--- src/rtl/gpb_pkg.sv ---
package gpb_pkg;

  // Register word index width; the map is fixed at 16 slots.
  localparam int unsigned GPB_AW = 4;

  typedef enum logic [GPB_AW-1:0] {
    RA_MASK  = 4'd0,
    RA_DIR   = 4'd1,
    RA_OUT   = 4'd2,
    RA_TRIG  = 4'd3,
    RA_EPOL  = 4'd4,
    RA_LPOL  = 4'd5,
    RA_SMASK = 4'd6,
    RA_SOUT  = 4'd7,
    RA_FOUT  = 4'd8,
    RA_STAT  = 4'd9,
    RA_ALT   = 4'd10,
    RA_SCONF = 4'd11,
    RA_PINS  = 4'd12
  } gpb_reg_e;

  // One pin's detection: edge compares current against previous sample,
  // level compares current sample against the wanted polarity.
  function automatic logic gpb_hit(input logic edge_sel, input logic epol,
                                   input logic lpol, input logic cur,
                                   input logic prev);
    logic rise;
    logic fall;
    rise = cur & ~prev;
    fall = ~cur & prev;
    if (edge_sel) return epol ? rise : fall;
    return cur == lpol;
  endfunction

  // One pin's output value: fault beats sleep beats normal.
  function automatic logic gpb_level(input logic fault, input logic sleep,
                                     input logic fval, input logic sval,
                                     input logic nval);
    if (fault) return fval;
    if (sleep) return sval;
    return nval;
  endfunction

endpackage

--- src/rtl/gpb_regs.sv ---
module gpb_regs
  import gpb_pkg::*;
#(
  parameter int NPINS = 16
) (
  input  logic              clk,
  input  logic              rst_n,
  input  logic              we,
  input  logic [GPB_AW-1:0] addr,
  input  logic [NPINS-1:0]  wdata,
  input  logic [NPINS-1:0]  det,
  input  logic [NPINS-1:0]  pin_lvl,
  output logic [NPINS-1:0]  rdata,
  output logic [NPINS-1:0]  mask_q,
  output logic [NPINS-1:0]  dir_q,
  output logic [NPINS-1:0]  out_q,
  output logic [NPINS-1:0]  trig_q,
  output logic [NPINS-1:0]  epol_q,
  output logic [NPINS-1:0]  lpol_q,
  output logic [NPINS-1:0]  smask_q,
  output logic [NPINS-1:0]  sout_q,
  output logic [NPINS-1:0]  fout_q,
  output logic [NPINS-1:0]  alt_q,
  output logic              sforce_q,
  output logic [NPINS-1:0]  stat_q,
  output logic              stat_clr_wr
);

  logic [NPINS-1:0] stat_clr;

  assign stat_clr_wr = we && (addr == RA_STAT);
  assign stat_clr    = stat_clr_wr ? wdata : '0;

  // Configuration registers
  always_ff @(posedge clk or negedge rst_n) begin
    if (!rst_n) begin
      mask_q   <= '1;
      smask_q  <= '1;
      dir_q    <= '0;
      out_q    <= '0;
      trig_q   <= '0;
      epol_q   <= '0;
      lpol_q   <= '0;
      sout_q   <= '0;
      fout_q   <= '0;
      alt_q    <= '0;
      sforce_q <= 1'b0;
    end else if (we) begin
      case (addr)
        RA_MASK:  mask_q   <= wdata;
        RA_DIR:   dir_q    <= wdata;
        RA_OUT:   out_q    <= wdata;
        RA_TRIG:  trig_q   <= wdata;
        RA_EPOL:  epol_q   <= wdata;
        RA_LPOL:  lpol_q   <= wdata;
        RA_SMASK: smask_q  <= wdata;
        RA_SOUT:  sout_q   <= wdata;
        RA_FOUT:  fout_q   <= wdata;
        RA_ALT:   alt_q    <= wdata;
        RA_SCONF: sforce_q <= wdata[0];
        default:  ;
      endcase
    end
  end

  // Sticky status: new detections accumulate, a clear write wins this cycle
  always_ff @(posedge clk or negedge rst_n) begin
    if (!rst_n) stat_q <= '0;
    else        stat_q <= (stat_q | det) & ~stat_clr;
  end

  always_comb begin
    case (addr)
      RA_MASK:  rdata = mask_q;
      RA_DIR:   rdata = dir_q;
      RA_OUT:   rdata = out_q;
      RA_TRIG:  rdata = trig_q;
      RA_EPOL:  rdata = epol_q;
      RA_LPOL:  rdata = lpol_q;
      RA_SMASK: rdata = smask_q;
      RA_SOUT:  rdata = sout_q;
      RA_FOUT:  rdata = fout_q;
      RA_STAT:  rdata = stat_q;
      RA_ALT:   rdata = alt_q;
      RA_SCONF: rdata = {{(NPINS-1){1'b0}}, sforce_q};
      RA_PINS:  rdata = pin_lvl;
      default:  rdata = '0;
    endcase
  end

endmodule

--- src/rtl/gpb_detect.sv ---
module gpb_detect
  import gpb_pkg::*;
#(
  parameter int NPINS       = 16,
  parameter int SYNC_STAGES = 2
) (
  input  logic             clk,
  input  logic             rst_n,
  input  logic [NPINS-1:0] pin_in,
  input  logic [NPINS-1:0] trig,
  input  logic [NPINS-1:0] epol,
  input  logic [NPINS-1:0] lpol,
  output logic [NPINS-1:0] pin_lvl,
  output logic [NPINS-1:0] det
);

  localparam int LAST = SYNC_STAGES - 1;

  logic [SYNC_STAGES-1:0][NPINS-1:0] sync_q;
  logic [NPINS-1:0]                  prev_q;

  // Stage 0 takes the raw pins; the highest stage is the usable level.
  always_ff @(posedge clk or negedge rst_n) begin
    if (!rst_n) begin
      sync_q <= '0;
      prev_q <= '0;
    end else begin
      sync_q <= {sync_q[SYNC_STAGES-2:0], pin_in};
      prev_q <= sync_q[LAST];
    end
  end

  assign pin_lvl = sync_q[LAST];

  for (genvar i = 0; i < NPINS; i++) begin : g_pin
    assign det[i] = gpb_hit(trig[i], epol[i], lpol[i], pin_lvl[i], prev_q[i]);
  end

endmodule

--- src/rtl/gpb_outmux.sv ---
module gpb_outmux
  import gpb_pkg::*;
#(
  parameter int NPINS = 16
) (
  input  logic             fault,
  input  logic             sleep,
  input  logic [NPINS-1:0] dir,
  input  logic [NPINS-1:0] nval,
  input  logic [NPINS-1:0] sval,
  input  logic [NPINS-1:0] fval,
  output logic [NPINS-1:0] pin_out,
  output logic [NPINS-1:0] pin_oe
);

  for (genvar i = 0; i < NPINS; i++) begin : g_pin
    assign pin_out[i] = dir[i] & gpb_level(fault, sleep, fval[i], sval[i], nval[i]);
    assign pin_oe[i]  = dir[i];
  end

endmodule

--- src/rtl/gpio_bank.sv ---
module gpio_bank
  import gpb_pkg::*;
#(
  parameter int NPINS       = 16,
  parameter int SYNC_STAGES = 2
) (
  input  logic              clk,
  input  logic              rst_n,
  input  logic              reg_we,
  input  logic [GPB_AW-1:0] reg_addr,
  input  logic [NPINS-1:0]  reg_wdata,
  output logic [NPINS-1:0]  reg_rdata,
  input  logic [NPINS-1:0]  pin_in,
  output logic [NPINS-1:0]  pin_out,
  output logic [NPINS-1:0]  pin_oe,
  output logic [NPINS-1:0]  alt_sel,
  input  logic              sleep_mode,
  input  logic              batt_fault,
  output logic              irq
);

  logic [NPINS-1:0] mask_q, dir_q, out_q, trig_q, epol_q, lpol_q;
  logic [NPINS-1:0] smask_q, sout_q, fout_q, alt_q, stat_q;
  logic             sforce_q;
  logic             stat_clr_wr;
  logic [NPINS-1:0] pin_lvl;
  logic [NPINS-1:0] det;
  logic             sleep_act;
  logic [NPINS-1:0] eff_mask;
  logic [NPINS-1:0] pend;

  gpb_regs #(.NPINS(NPINS)) i_regs (
    .clk         (clk),
    .rst_n       (rst_n),
    .we          (reg_we),
    .addr        (reg_addr),
    .wdata       (reg_wdata),
    .det         (det),
    .pin_lvl     (pin_lvl),
    .rdata       (reg_rdata),
    .mask_q      (mask_q),
    .dir_q       (dir_q),
    .out_q       (out_q),
    .trig_q      (trig_q),
    .epol_q      (epol_q),
    .lpol_q      (lpol_q),
    .smask_q     (smask_q),
    .sout_q      (sout_q),
    .fout_q      (fout_q),
    .alt_q       (alt_q),
    .sforce_q    (sforce_q),
    .stat_q      (stat_q),
    .stat_clr_wr (stat_clr_wr)
  );

  gpb_detect #(.NPINS(NPINS), .SYNC_STAGES(SYNC_STAGES)) i_detect (
    .clk     (clk),
    .rst_n   (rst_n),
    .pin_in  (pin_in),
    .trig    (trig_q),
    .epol    (epol_q),
    .lpol    (lpol_q),
    .pin_lvl (pin_lvl),
    .det     (det)
  );

  assign sleep_act = sleep_mode | sforce_q;

  gpb_outmux #(.NPINS(NPINS)) i_outmux (
    .fault   (batt_fault),
    .sleep   (sleep_act),
    .dir     (dir_q),
    .nval    (out_q),
    .sval    (sout_q),
    .fval    (fout_q),
    .pin_out (pin_out),
    .pin_oe  (pin_oe)
  );

  assign eff_mask = sleep_act ? smask_q : mask_q;
  assign pend     = stat_q & ~eff_mask;
  assign irq      = |pend;
  assign alt_sel  = alt_q;

endmodule

--- config.mk ---
export PLATFORM = sky130hd
export DESIGN_NAME = gpio_bank
export DESIGN_NICKNAME = d
export VERILOG_FILES = /design/src/rtl/gpb_pkg.sv /design/src/rtl/gpb_regs.sv /design/src/rtl/gpb_detect.sv /design/src/rtl/gpb_outmux.sv /design/src/rtl/gpio_bank.sv
export SDC_FILE = /design/constraint.sdc
export NUM_CORES = 1
export LEC_CHECK = 0
export BUFFER_PORTS_ARGS = -buffer_cell sky130_fd_sc_hd__buf_4
export CORE_ASPECT_RATIO = 1.4
export CORE_MARGIN = 4
export CORE_UTILIZATION = 45
export DETAILED_ROUTE_END_ITERATION = 8
export PLACE_DENSITY = 0.75
export RECOVER_POWER = 50
export SETUP_SLACK_MARGIN = 0.02
export SLEW_MARGIN = 20
export SYNTH_ARGS = -nofsm -noshare
export SYNTH_HDL_FRONTEND = slang
export SYNTH_SLANG_ARGS = --single-unit
--- constraint.sdc ---
create_clock -name clk -period 5.44 [get_ports clk]
set_input_delay 1.088 -clock clk [delete_from_list [all_inputs] [get_ports clk]]
set_output_delay 1.088 -clock clk [all_outputs]
set_load 0.005 [all_outputs]
Yosys cells after proc, flatten, opt, wreduce, memory -nomap -nowiden
Cells that the tools add are included.
{ "word_totals": {"regBits": 225, "input_bits": 41, "output_inout_bits": 65, "elab_cells": 277} }
{ "classes": {"n_eq_ne": 28, "mux": 134, "n_bitwise": 86, "reduce_logical": 14} }
{ "op_table": {"columns": ["cell", "count"], "rows": [
  ["$pmux W16 S13", 1],
  ["$mux W1", 131],
  ["$and A1 B1 Y1", 48],
  ["$and A16 B16 Y16", 2],
  ["$mux W16", 2],
  ["$not A1 Y1", 32],
  ["$not A16 Y16", 2],
  ["$reduce_and A2 Y1", 11],
  ["$eq A4 B4 Y1 const B", 5],
  ["$eq A1 B1 Y1", 16],
  ["$eq A4 B3 Y1 const B", 4],
  ["$or A16 B16 Y16", 1],
  ["$reduce_or A16 Y1", 1],
  ["$eq A4 B2 Y1 const B", 2],
  ["$eq A4 B1 Y1 const B", 1],
  ["$logic_not A4 Y1", 1],
  ["$logic_and A1 B1 Y1", 1],
  ["$or A1 B1 Y1", 1]
]} }

Logic depth before layout (Yosys ltp)
Gate-level depths: netlist of the first run.
{ "depth": {"depth_word": 7, "mapped_depth": 6, "mapped_depth_nobuf": 4} }

Cells and area by module
A second synthesis of the first run with hierarchy kept.
{ "hier_totals": {"cells_unflattened": 833, "area_unflattened_um2": 11144.4} }
{ "modules_own_cells": {"columns": ["mod", "n_inst", "cells_each", "area_each_um2", "seq_area_each_um2"], "rows": [
  ["gpb_regs", 1, 570, 8181.6, 4469.3],
  ["gpb_detect", 1, 144, 1961.9, 1201.2],
  ["gpb_outmux", 1, 69, 644.4, 0.0],
  ["gpio_bank", 1, 50, 356.6, 0.0]
]} }

Worst setup path after synthesis of the first run
No wires, ideal clock.
{ "synth_timing": {"path_type": "input to output", "start": "input reg_addr[0]", "end": "output reg_rdata[7]", "arrival_ns": 2.261, "required_time_ns": 4.352, "slack_ns": 2.091, "path_stages": 6, "path_buffers": 2, "path_cell_list": "buf_6 -> nor4b_4 -> clkbuf_1 -> a22o_1 -> a221oi_1 -> nand3_1"} }
{ "synth_via": {"elab_chain_cells": 2, "word_cells_on_any_way": 14, "classes_between": "eq/ne: 12; mux: 1; reduce/logical: 1"} }
{ "synth_rtl": {"columns": ["element", "line", "text"], "rows": [
  ["start: declaration", "gpio_bank.sv:10", "input logic [GPB_AW-1:0] reg_addr,"],
  ["$eq A4 B4 Y1, or another cell as far along", "gpb_regs.sv:73", "case (addr)"],
  ["$pmux W16 S13 (*)", "gpb_regs.sv:73", null],
  ["end: declaration", "gpio_bank.sv:12", "output logic [NPINS-1:0] reg_rdata,"]
]} }
Every way passes the cells marked *; elsewhere a longest branch is shown, timed or not.

Final worst setup path of the first run
{ "layout_timing": {"start": "register i_regs.sforce_q", "end": "output irq"} }
{ "layout_via": {"elab_chain_cells": 5} }
{ "layout_rtl": {"columns": ["element", "line", "text"], "rows": [
  ["start: declaration", "gpb_regs.sv:24", "output logic sforce_q,"],
  ["start signal: assignment", "gpb_regs.sv:60", "RA_SCONF: sforce_q <= wdata[0];"],
  ["$or A1 B1 Y1", "gpio_bank.sv:67", "assign sleep_act = sleep_mode | sforce_q;"],
  ["$mux W16", "gpio_bank.sv:80", "assign eff_mask = sleep_act ? smask_q : mask_q;"],
  ["$not A16 Y16", "gpio_bank.sv:81", "assign pend = stat_q & ~eff_mask;"],
  ["$and A16 B16 Y16", "gpio_bank.sv:81", null],
  ["$reduce_or A16 Y1", "gpio_bank.sv:82", "assign irq = |pend;"],
  ["end: declaration", "gpio_bank.sv:19", "output logic irq"]
]} }
Every way passes these cells.

==> results of run 1 <==
==> flip-flops by register name, indices dropped and copies added, names as in the netlist <==
name              flops
i_detect.pin_lvl     16
i_detect.prev_q      16
i_detect.sync_q      16
i_regs.alt_q         16
i_regs.dir_q         16
i_regs.epol_q        16
i_regs.fout_q        16
i_regs.lpol_q        16
i_regs.mask_q        16
i_regs.out_q         16
i_regs.sforce_q       1
i_regs.smask_q       16
i_regs.sout_q        16
i_regs.stat_q        16
i_regs.trig_q        16
==> metal layers <==
layer  global-route usage  wire length, µm  vias to the layer above
met5                    0                0                        -
met4               0.1018             1368                        0
met3              0.05369             2633                       91
met2               0.3761            14320                      372
met1               0.2804            11070                     3853
li1                     -                -                     3273
==> power by group through the flow <==
stage | clock network (mW) | logic [mW] | registers, mW
3_5_place_dp | 0 | 0.878 | 2.35
5_1_grt | 1.58 | 0.964 | 2.38
6_report | 1.48 | 0.879 | 2.33
4_1_cts | 1.50 | 0.885 | 2.33
2_1_floorplan | 0 | 0.559 | 2.24
3_3_place_gp | 0 | 0.852 | 2.34
==> area by class of cell <==
class | count | area [µm²]
clock buffers | 35 | 640.6
clock inverters | 5 | 52.55
fillers | 2004 | 10840
inverters | 42 | 157.7
multi-input cells | 498 | 4449
flip-flops and latches | 225 | 5670
well taps | 306 | 382.9
repair buffers | 120 | 929.6
==> cells in the final DEF, fill, tap and decap left out, types with 18 or more instances in the layout <==
master / count
mux2_1: 18
a22o_1: 44
clkbuf_16: 23
a21oi_1: 31
a221oi_1: 44
mux2_4: 30
o221ai_1: 30
dfrtp_1: 193
nand2_1: 50
inv_1: 42
mux2_2: 113
buf_4: 101
dfstp_2: 32
mux2i_1: 20
o21ai_0: 30
==> through the flow <==
stage               hold WS (ns)  cell area [µm²]
CTS                       0.3496            12260
floorplan                 0.3312            10540
global route              0.3523            12280
global placement          0.3313            11570
finish                    0.3464            12280
detailed placement        0.3356            11570
==> cell families after synthesis <==
group	count (synthesis)
DFF	225
AOI/OAI and AO/OA	202
and+or+nand+nor	113
xor gates and xnor gates	1
buffers and inverters	103
muxes	182
==> worst min-delay path by stage <==
stage	startpoint	endpoint	slack (ns)
after floorplan	i_detect.sync_q[0]	i_detect.pin_lvl[0]	0.33
after global placement	i_detect.sync_q[2]	i_detect.pin_lvl[2]	0.33
after detailed placement	i_detect.sync_q[9]	i_detect.pin_lvl[9]	0.34
after CTS	i_detect.sync_q[9]	i_detect.pin_lvl[9]	0.35
after global routing	i_detect.sync_q[0]	i_detect.pin_lvl[0]	0.35
final	i_detect.sync_q[1]	i_detect.pin_lvl[1]	0.35
==> flow_metrics.tcl, run 1 <==
set metrics [dict create \
    cp_num_buf_inv 2 \
    clkTransAtPathRegs_ns 0.06 \
    drc 0 \
    status "finished with violations" \
    ys_seq_area_frac 0.5382 \
    place.gp.congestion 0.8775 \
    cp-endpoint "irq" \
    synthTopCellsByCount "193 x dfrtp_1, 113 x mux2_2, 51 x nand2_1, 44 x a221oi_1, 44 x a22o_1" \
    dp_hpwl_mm 18.46 \
    cts_max_level 1 \
    rsz0062_at_grt "false" \
    via_per_inst 6.165 \
    combPwrFrac 0.188 \
    endpoint_kind "output port" \
    grt_pass1_wl_mm 45.16 \
    synth_top_family_by_area "multiplexers" \
    async_flop_share 1.000 \
    ys_types 41 \
    ys_seq_elements 225 \
    fin_nets 950 \
    critical_path.top_delay_family "flip-flops" \
    synth_compound_area_frac 0.1470 \
    synth.most_common_cell "dfrtp_1" \
    grt_max_degree 141 \
    violations "capacitance limit, slew limit" \
    rr_startpoint "i_regs.sforce_q" \
    post_cts_buffers 0 \
    crit_required_ns 4.35 \
    yosys.area_share.adder 0 \
    crit_type "reg2out" \
    cp-startpoint "i_regs.sforce_q" \
    p_clk_frac 0.315 \
    setup_slack_ns 1.183 \
    totalWireLength_mm 29.39 \
    cts_resized 0 \
    drive_above_1_share 0.3730 \
    fp.dieW_um 137.3 \
    power_density_nw_per_um2 381.9 \
    worstPathArrival_ns 3.17 \
    io_buffers 105 \
    crit_path_top_delay_cell "dfrtp_1" \
    hp-class "reg2reg" \
    slew_headroom -1.198 \
    via_count 7589 \
    cts_root_buf "clkbuf_16" \
    cpMostUsedCell "buf_4" \
    fp.dieH_um 189.1 \
    fin_util 0.5312 \
    period_needed_ns 4.257 \
    ios 106 \
    p_switching_mw 1.300 \
    tns_ns 0 \
    swShare 0.2772 \
    syn_avg_cell_area_um2 12.76 \
    netlist_top_cells_area "dfrtp_1 46%, mux2_2 12%, dfstp_2 8.0%" \
    wl_per_cell_um 23.87 \
    setup_violations 0 \
    synth_edf_count 0 \
    core-area_um2 23120 \
    report.final.slew_viol_count 59 \
    dr.pass1.iters 5 \
    whs_path_depth 0 \
    yosys_most_used_dff "dfrtp_1" \
    cp_cell_sequence "nor2_2 > buf_4 > mux2i_1 > a2111oi_0 > nand4_1 > buf_4" \
    synthCells 826 \
    dieArea_um2 25960 \
    grt_use_total 0.2271 \
    syn_nets 867 \
    fin_skew_ns 0.009250 \
    overflow 0 \
    ys_warn_count 0 \
    clock_latency_ns 0.51 \
    place_ws_ns 1.318 \
    r2r_end "i_regs.sforce_q" \
    reg2reg_depth 1 \
    cts_buffer_depth 3 \
    num_rows 66 \
    p_int_mw 3.390 \
    p_total_mw 4.690 \
    syn2layout_area_growth_pct 16.58 \
    synthSimpleGateAreaFrac 0.06579 \
    synth.top_cell.area_share 0.4584 \
    yosysTopAreaCell "dfrtp_1" \
    antenna_left 0 \
    p_seq_frac 0.498 \
    critPathLaunchType "flop" \
    max_stage_delay_ns 0.95 \
    r2r_slack_ns 4.14 \
    cts_tree "built" \
    fin_cells 1231 \
    worstMarginPinSlew_ns 3.297 \
    synth-xor-area-share 0.0008313 \
    timing.fmax_ghz 0.2349 \
    path_depth 6 \
    post-place-cells 1190 \
    ir_worst_vdd_uv 229.0 \
    clkSinkCount 225 \
    antenna_found_initial 0 \
    first_global_vias 7856 \
    initial_utilization 0.4557 \
    num_antenna_cells 0 \
    crit_fanout 27 \
    initialDrtViolationCount 691 \
    leakagePower_nw 5.429 \
    max-cap-violations 1 \
    cts_made_buffers 22 \
    syn_area_um2 10540 \
    ctsHoldBuffers 0 \
    synthMuxAreaShare 0.2039 \
    hold_viol 0 \
    finalCritPeriodShare 0.7825 \
]
(Power assumes the default switching activity.)
==> run 2: changes to the inputs <==
==> constraint.sdc (replaced) <==
create_clock -name clk -period 4.3 [get_ports clk]
set_input_delay 0.86 -clock clk [delete_from_list [all_inputs] [get_ports clk]]
set_output_delay 0.86 -clock clk [all_outputs]
set_load 0.005 [all_outputs]
==> run 2 against run 1 <==
Via count is 1.1% higher; wire length increased by 1.3%; clock power is 45% higher; largest power group unchanged; worst setup slack got worse by 0.54 ns; design area rose by 1.4%; first-iteration DRC count down 7.8%; highest routed layer unchanged; register-to-register slack worse by 1.1 ns; the flow still finishes with violations (capacitance limit, slew limit); critical path type unchanged; power is 33% higher; critical path depth shrank 1.
==> flow_metrics.tcl, run 2 (synthesized netlist as in run 1, its figures left out) <==
set metrics [dict create \
    status "finished with violations" \
    violations "capacitance limit, slew limit" \
    tns_ns 0 \
    setup_violations 0 \
    finalCritPeriodShare 0.8507 \
    antenna_left 0 \
    timing.fmax_ghz 0.2734 \
    drive_above_1_share 0.3830 \
    ir_worst_vdd_uv 292.2 \
    drc 0 \
    p_int_mw 4.536 \
    hp-class "reg2reg" \
    hold_viol 0 \
    cts_max_level 1 \
    fin_nets 958 \
    overflow 0 \
    initial_utilization 0.4557 \
    crit_type "reg2out" \
    whs_ns 0.3390 \
    final_area_um2 12450 \
    antenna_found_initial 0 \
    power_density_nw_per_um2 499.3 \
    worstMarginPinSlew_ns 3.396 \
    place.gp.congestion 0.9154 \
    rsz0062_at_grt "false" \
    cts_tree "built" \
    final_common_cell "dfrtp_1" \
    core-area_um2 23120 \
    p_seq_frac 0.477 \
    syn2layout_area_growth_pct 18.17 \
    io_buffers 105 \
    first_global_vias 7833 \
    report.final.slew_viol_count 73 \
    post-place-cells 1199 \
    worstPathArrival_ns 2.80 \
    placed_cell_area_um2 11650 \
    totalWireLength_mm 29.77 \
    critPathLaunchType "flop" \
    max-cap-violations 1 \
    via_count 7676 \
    slew_headroom -1.264 \
    fp.dieH_um 189.1 \
    final_cell_mix "193 x dfrtp_1, 113 x mux2_2, 109 x buf_4, 51 x nand2_1" \
    swShare 0.2703 \
    clock_latency_ns 0.50 \
    cts_resized 0 \
    dp_hpwl_mm 19.26 \
    endpoint_kind "output port" \
    cts_root_buf "clkbuf_16" \
    dr.pass1.iters 5 \
    leakagePower_nw 5.533 \
    num_rows 66 \
    initialDrtViolationCount 637 \
    crit_fanout 27 \
    fp.dieW_um 137.3 \
    clkTransAtPathRegs_ns 0.06 \
    p_clk_frac 0.344 \
    num_antenna_cells 0 \
    grt_pass1_wl_mm 45.61 \
    grt_use_total 0.2279 \
    combPwrFrac 0.179 \
    cts_buffer_depth 3 \
    grt_max_degree 86 \
    cts_made_buffers 22 \
    clkSinkCount 225 \
    fillers 1974 \
    wl_per_cell_um 24.04 \
    fin_cells 1238 \
    p_switching_mw 1.681 \
    place_ws_ns 0.8707 \
    crit_required_ns 3.44 \
    ctsHoldBuffers 0 \
    ios 106 \
    fin_skew_ns 0.006551 \
    post_cts_buffers 0 \
    period_needed_ns 3.658 \
    dieArea_um2 25960 \
    via_per_inst 6.200 \
    setup_slack_ns 0.6421 \
]
-- run 2: changes by cell type in the layout (fill, tap and decap cells not counted), sizes merged --
| cell | change |
|---|---|
| clkbuf | -6 |
| dlymetal6s2s | +1 |
| bufinv | +4 |
| buf | +8 |
| clkinvlp | -1 |
| clkinv | +1 |
-- run 2: worst paths after layout --
check / startpoint / endpoint / slack, ns / cells after the start
max in group asynchronous: rst_n / i_regs.epol_q[3] / 0.82 / 1
worst min-delay path: i_detect.sync_q[13] / i_detect.pin_lvl[13] / 0.34 / 0
min in group asynchronous: rst_n / i_detect.pin_lvl[10] / 1.53 / 1
worst min register to register: i_detect.sync_q[13] / i_detect.pin_lvl[13] / 0.34 / 0
worst max-delay path: i_regs.sforce_q / irq / 0.64 / 5
worst max register to register: i_detect.pin_lvl[14] / i_regs.stat_q[14] / 3.02 / 4
-- run 2: final cells by class --
cell class              instances  area, µm²  area share
repair buffers                128      991.0     0.07959
well taps                     306      382.9     0.03075
clock buffers                  30      631.9     0.05075
clock inverters                 9      170.2     0.01367
multi-input cells             498       4447      0.3571
flip-flops and latches        225       5670      0.4554
inverters                      42      157.7     0.01266
-- run 2: stage by stage --
step | power (mW) | util
5_1_grt | 6.486 | 0.5385
3_5_place_dp | 4.099 | 0.5039
2_1_floorplan | 3.545 | -
4_1_cts | 6.243 | 0.5386
6_report | 6.217 | 0.5385
3_3_place_gp | 4.047 | 0.5039
-- run 2: worst max-delay path, cell delays in order (launching register included) --
cell	delay (ns)
dfrtp_1	0.91
o21ai_0	0.22
o311a_1	0.20
a2111oi_0	0.49
nand4_1	0.26
buf_4	0.21
-- run 2: power groups by stage --
| stage | clock [mW] | combinational, mW | sequential (mW) |
|---|---|---|---|
| finish | 2.14 | 1.11 | 2.96 |
| global route | 2.26 | 1.21 | 3.01 |
| CTS | 2.17 | 1.12 | 2.95 |
| detailed placement | 0 | 1.11 | 2.98 |
| global placement | 0 | 1.08 | 2.97 |
| floorplan | 0 | 0.707 | 2.84 |
-- run 2: per-layer routing --
metal  GRT usage  part of all wire  vias to the layer above
li1            -                 -                     3294
met5           0                 0                        -
met1      0.2938              0.39                     3938
met3     0.04519             0.075                       95
met2      0.3731              0.49                      349
met4     0.09677             0.046                        0
==> run 3: changes to the inputs <==
--- a/config.mk
+++ b/config.mk
@@ -7,9 +7,10 @@
 export LEC_CHECK = 0
 export BUFFER_PORTS_ARGS = -buffer_cell sky130_fd_sc_hd__buf_4
 export CORE_ASPECT_RATIO = 1.4
-export CORE_MARGIN = 4
+export CORE_MARGIN = 8
 export CORE_UTILIZATION = 45
 export DETAILED_ROUTE_END_ITERATION = 8
+export HOLD_SLACK_MARGIN = 0.05
 export PLACE_DENSITY = 0.75
 export RECOVER_POWER = 50
 export SETUP_SLACK_MARGIN = 0.02
==> run 3 against run 2 <==
The run still ends with capacitance limit, slew limit left; via count fell by 0.13%; clock-buffer cell count grew 2; flip-flop and latch count is the same; power down 1.9%; clock skew barely moved; worst hold slack improved by 0.0080 ns; worst setup slack got worse by 0.29 ns.
==> flow_metrics.tcl, run 3 (synthesized netlist as in run 1, its figures left out) <==
set metrics [dict create \
    ir_worst_vdd_uv 353.6 \
    crit_fanout 16 \
    num_rows 66 \
    hold_viol 0 \
    report.final.slew_viol_count 39 \
    num_antenna_cells 0 \
    fp.dieW_um 145.3 \
    hp-class "reg2reg" \
    cp-startpoint "reg_addr[0]" \
    grt_pass1_wl_mm 46.42 \
    syn2layout_area_growth_pct 17.88 \
    rsz0062_at_grt "false" \
    post_cts_buffers 0 \
    clkTransAtPathRegs_ns 0.05 \
    slew_headroom -0.3957 \
    hp-start "i_detect.sync_q[3]" \
    swShare 0.2740 \
    cts_made_buffers 23 \
    fin_skew_ns 0.006526 \
    crit_required_ns 3.44 \
    place.gp.congestion 0.8198 \
    fillers 1981 \
    grt_use_total 0.2060 \
    drive_above_1_share 0.3834 \
    worstPathArrival_ns 3.09 \
    final_cell_mix "193 x dfrtp_1, 113 x mux2_2, 112 x buf_4, 51 x nand2_1" \
    rr_startpoint "i_regs.epol_q[14]" \
    period_needed_ns 3.949 \
    p_switching_mw 1.672 \
    crit_path_top_delay_cell "clkbuf_1" \
    violations "capacitance limit, slew limit" \
    p_clk_frac 0.333 \
    cts_buffer_depth 3 \
    io_buffers 105 \
    first_global_vias 7892 \
    tns_ns 0 \
    endpoint_kind "output port" \
    drc 0 \
    clkSinkCount 225 \
    cp_num_buf_inv 3 \
    setup_violations 0 \
    core-area_um2 23120 \
    initialDrtViolationCount 602 \
    fp.dieH_um 197.1 \
    wl_per_cell_um 24.14 \
    initial_utilization 0.4557 \
    cpMostUsedCell "buf_4" \
    crit_type "in2out" \
    critical_path.top_delay_family "buffers and inverters" \
    p_seq_frac 0.484 \
    setup_slack_ns 0.3514 \
    dr.pass1.iters 5 \
    cts_resized 0 \
    dp_hpwl_mm 19.27 \
    ios 106 \
    cts_tree "built" \
    cp_cell_sequence "clkbuf_1 > and4b_1 > buf_4 > a22o_1 > a221oi_1 > nand3_1 > buf_4" \
    status "finished with violations" \
    timing.fmax_ghz 0.2533 \
    via_count 7666 \
    grt_max_degree 132 \
    clock_latency_ns 0.50 \
    final_common_cell "dfrtp_1" \
    max-cap-violations 1 \
    worstMarginPinSlew_ns 2.094 \
    p_int_mw 4.430 \
    dieArea_um2 28640 \
    totalWireLength_mm 30.06 \
    antenna_found_initial 0 \
    power_density_nw_per_um2 491.2 \
    via_per_inst 6.157 \
    ctsHoldBuffers 0 \
    max_stage_delay_ns 0.80 \
    finalCritPeriodShare 0.9183 \
    place_ws_ns 0.7903 \
    fin_nets 964 \
    antenna_left 0 \
    cts_root_buf "clkbuf_16" \
    combPwrFrac 0.183 \
    critPathLaunchType "primary input" \
    p_total_mw 6.102 \
    overflow 0 \
    leakagePower_nw 5.519 \
    cts_max_level 1 \
]
[run 3: changes by cell type in the layout (fill, tap and decap cells not counted)]
cell            delta
bufinv_16          -2
clkbuf_1           +5
clkbuf_4           +1
buf_12             -1
dlymetal6s2s_1     -1
inv_6              +1
clkinv_2           +1
buf_4              +3
[run 3: power groups by stage]
stage,logic (mW),clock network [mW],registers [mW]
2_1_floorplan,0.707,0,2.84
3_3_place_gp,1.09,0,2.96
3_5_place_dp,1.13,0,2.97
4_1_cts,1.13,2.06,2.94
5_1_grt,1.22,2.14,3.00
6_report,1.12,2.03,2.95
[run 3: worst reg2reg max path: cells and delay by family (launching register included)]
kind / cells / cell delay (ns)
AND/OR/NAND/NOR: 1 / 0.47
AO/OA/AOI/OAI: 3 / 0.32
flip-flops: 1 / 0.41
[run 3: stage by stage]
stage                     instance area, µm²  hold slack [ns]  instances  utilization
final                                  12420           0.3470       1245       0.5372
after floorplan                        10540           0.3312        826            -
after global routing                   12420           0.3501       1245       0.5372
after detailed placement               11670           0.3355       1203       0.5047
after CTS                              12430           0.3488       1244       0.5377
after global placement                 11670           0.3322       1203       0.5047
[run 3: layout make-up]
cell class / count / area, µm² / area share
Sequential cell: 225 / 5670 / 0.4565
Multi-Input combinational cell: 498 / 4447 / 0.3580
Timing Repair Buffer: 133 / 999.7 / 0.08049
Clock buffer: 32 / 639.4 / 0.05148
Tap cell: 306 / 382.9 / 0.03082
Inverter: 42 / 157.7 / 0.01269
Clock inverter: 9 / 123.9 / 0.009973
[run 3: layer usage]
metal / vias to the layer above / wire length [µm] / global-route usage
met5: - / 0 / 0
met4: 0 / 1147 / 0.09435
met3: 80 / 2115 / 0.03691
met2: 323 / 14840 / 0.3466
met1: 3950 / 11960 / 0.2553
li1: 3313 / - / -
[run 3: final timing paths]
path,endpoint,depth (start not counted),slack [ns]
max,reg_rdata[7],7,0.35
max in group asynchronous,i_regs.mask_q[4],3,0.72
min reg2reg,i_detect.pin_lvl[3],0,0.35
min in group asynchronous,i_regs.fout_q[13],1,0.96
max reg2reg,i_regs.stat_q[14],4,3.02
min,i_detect.pin_lvl[3],0,0.35
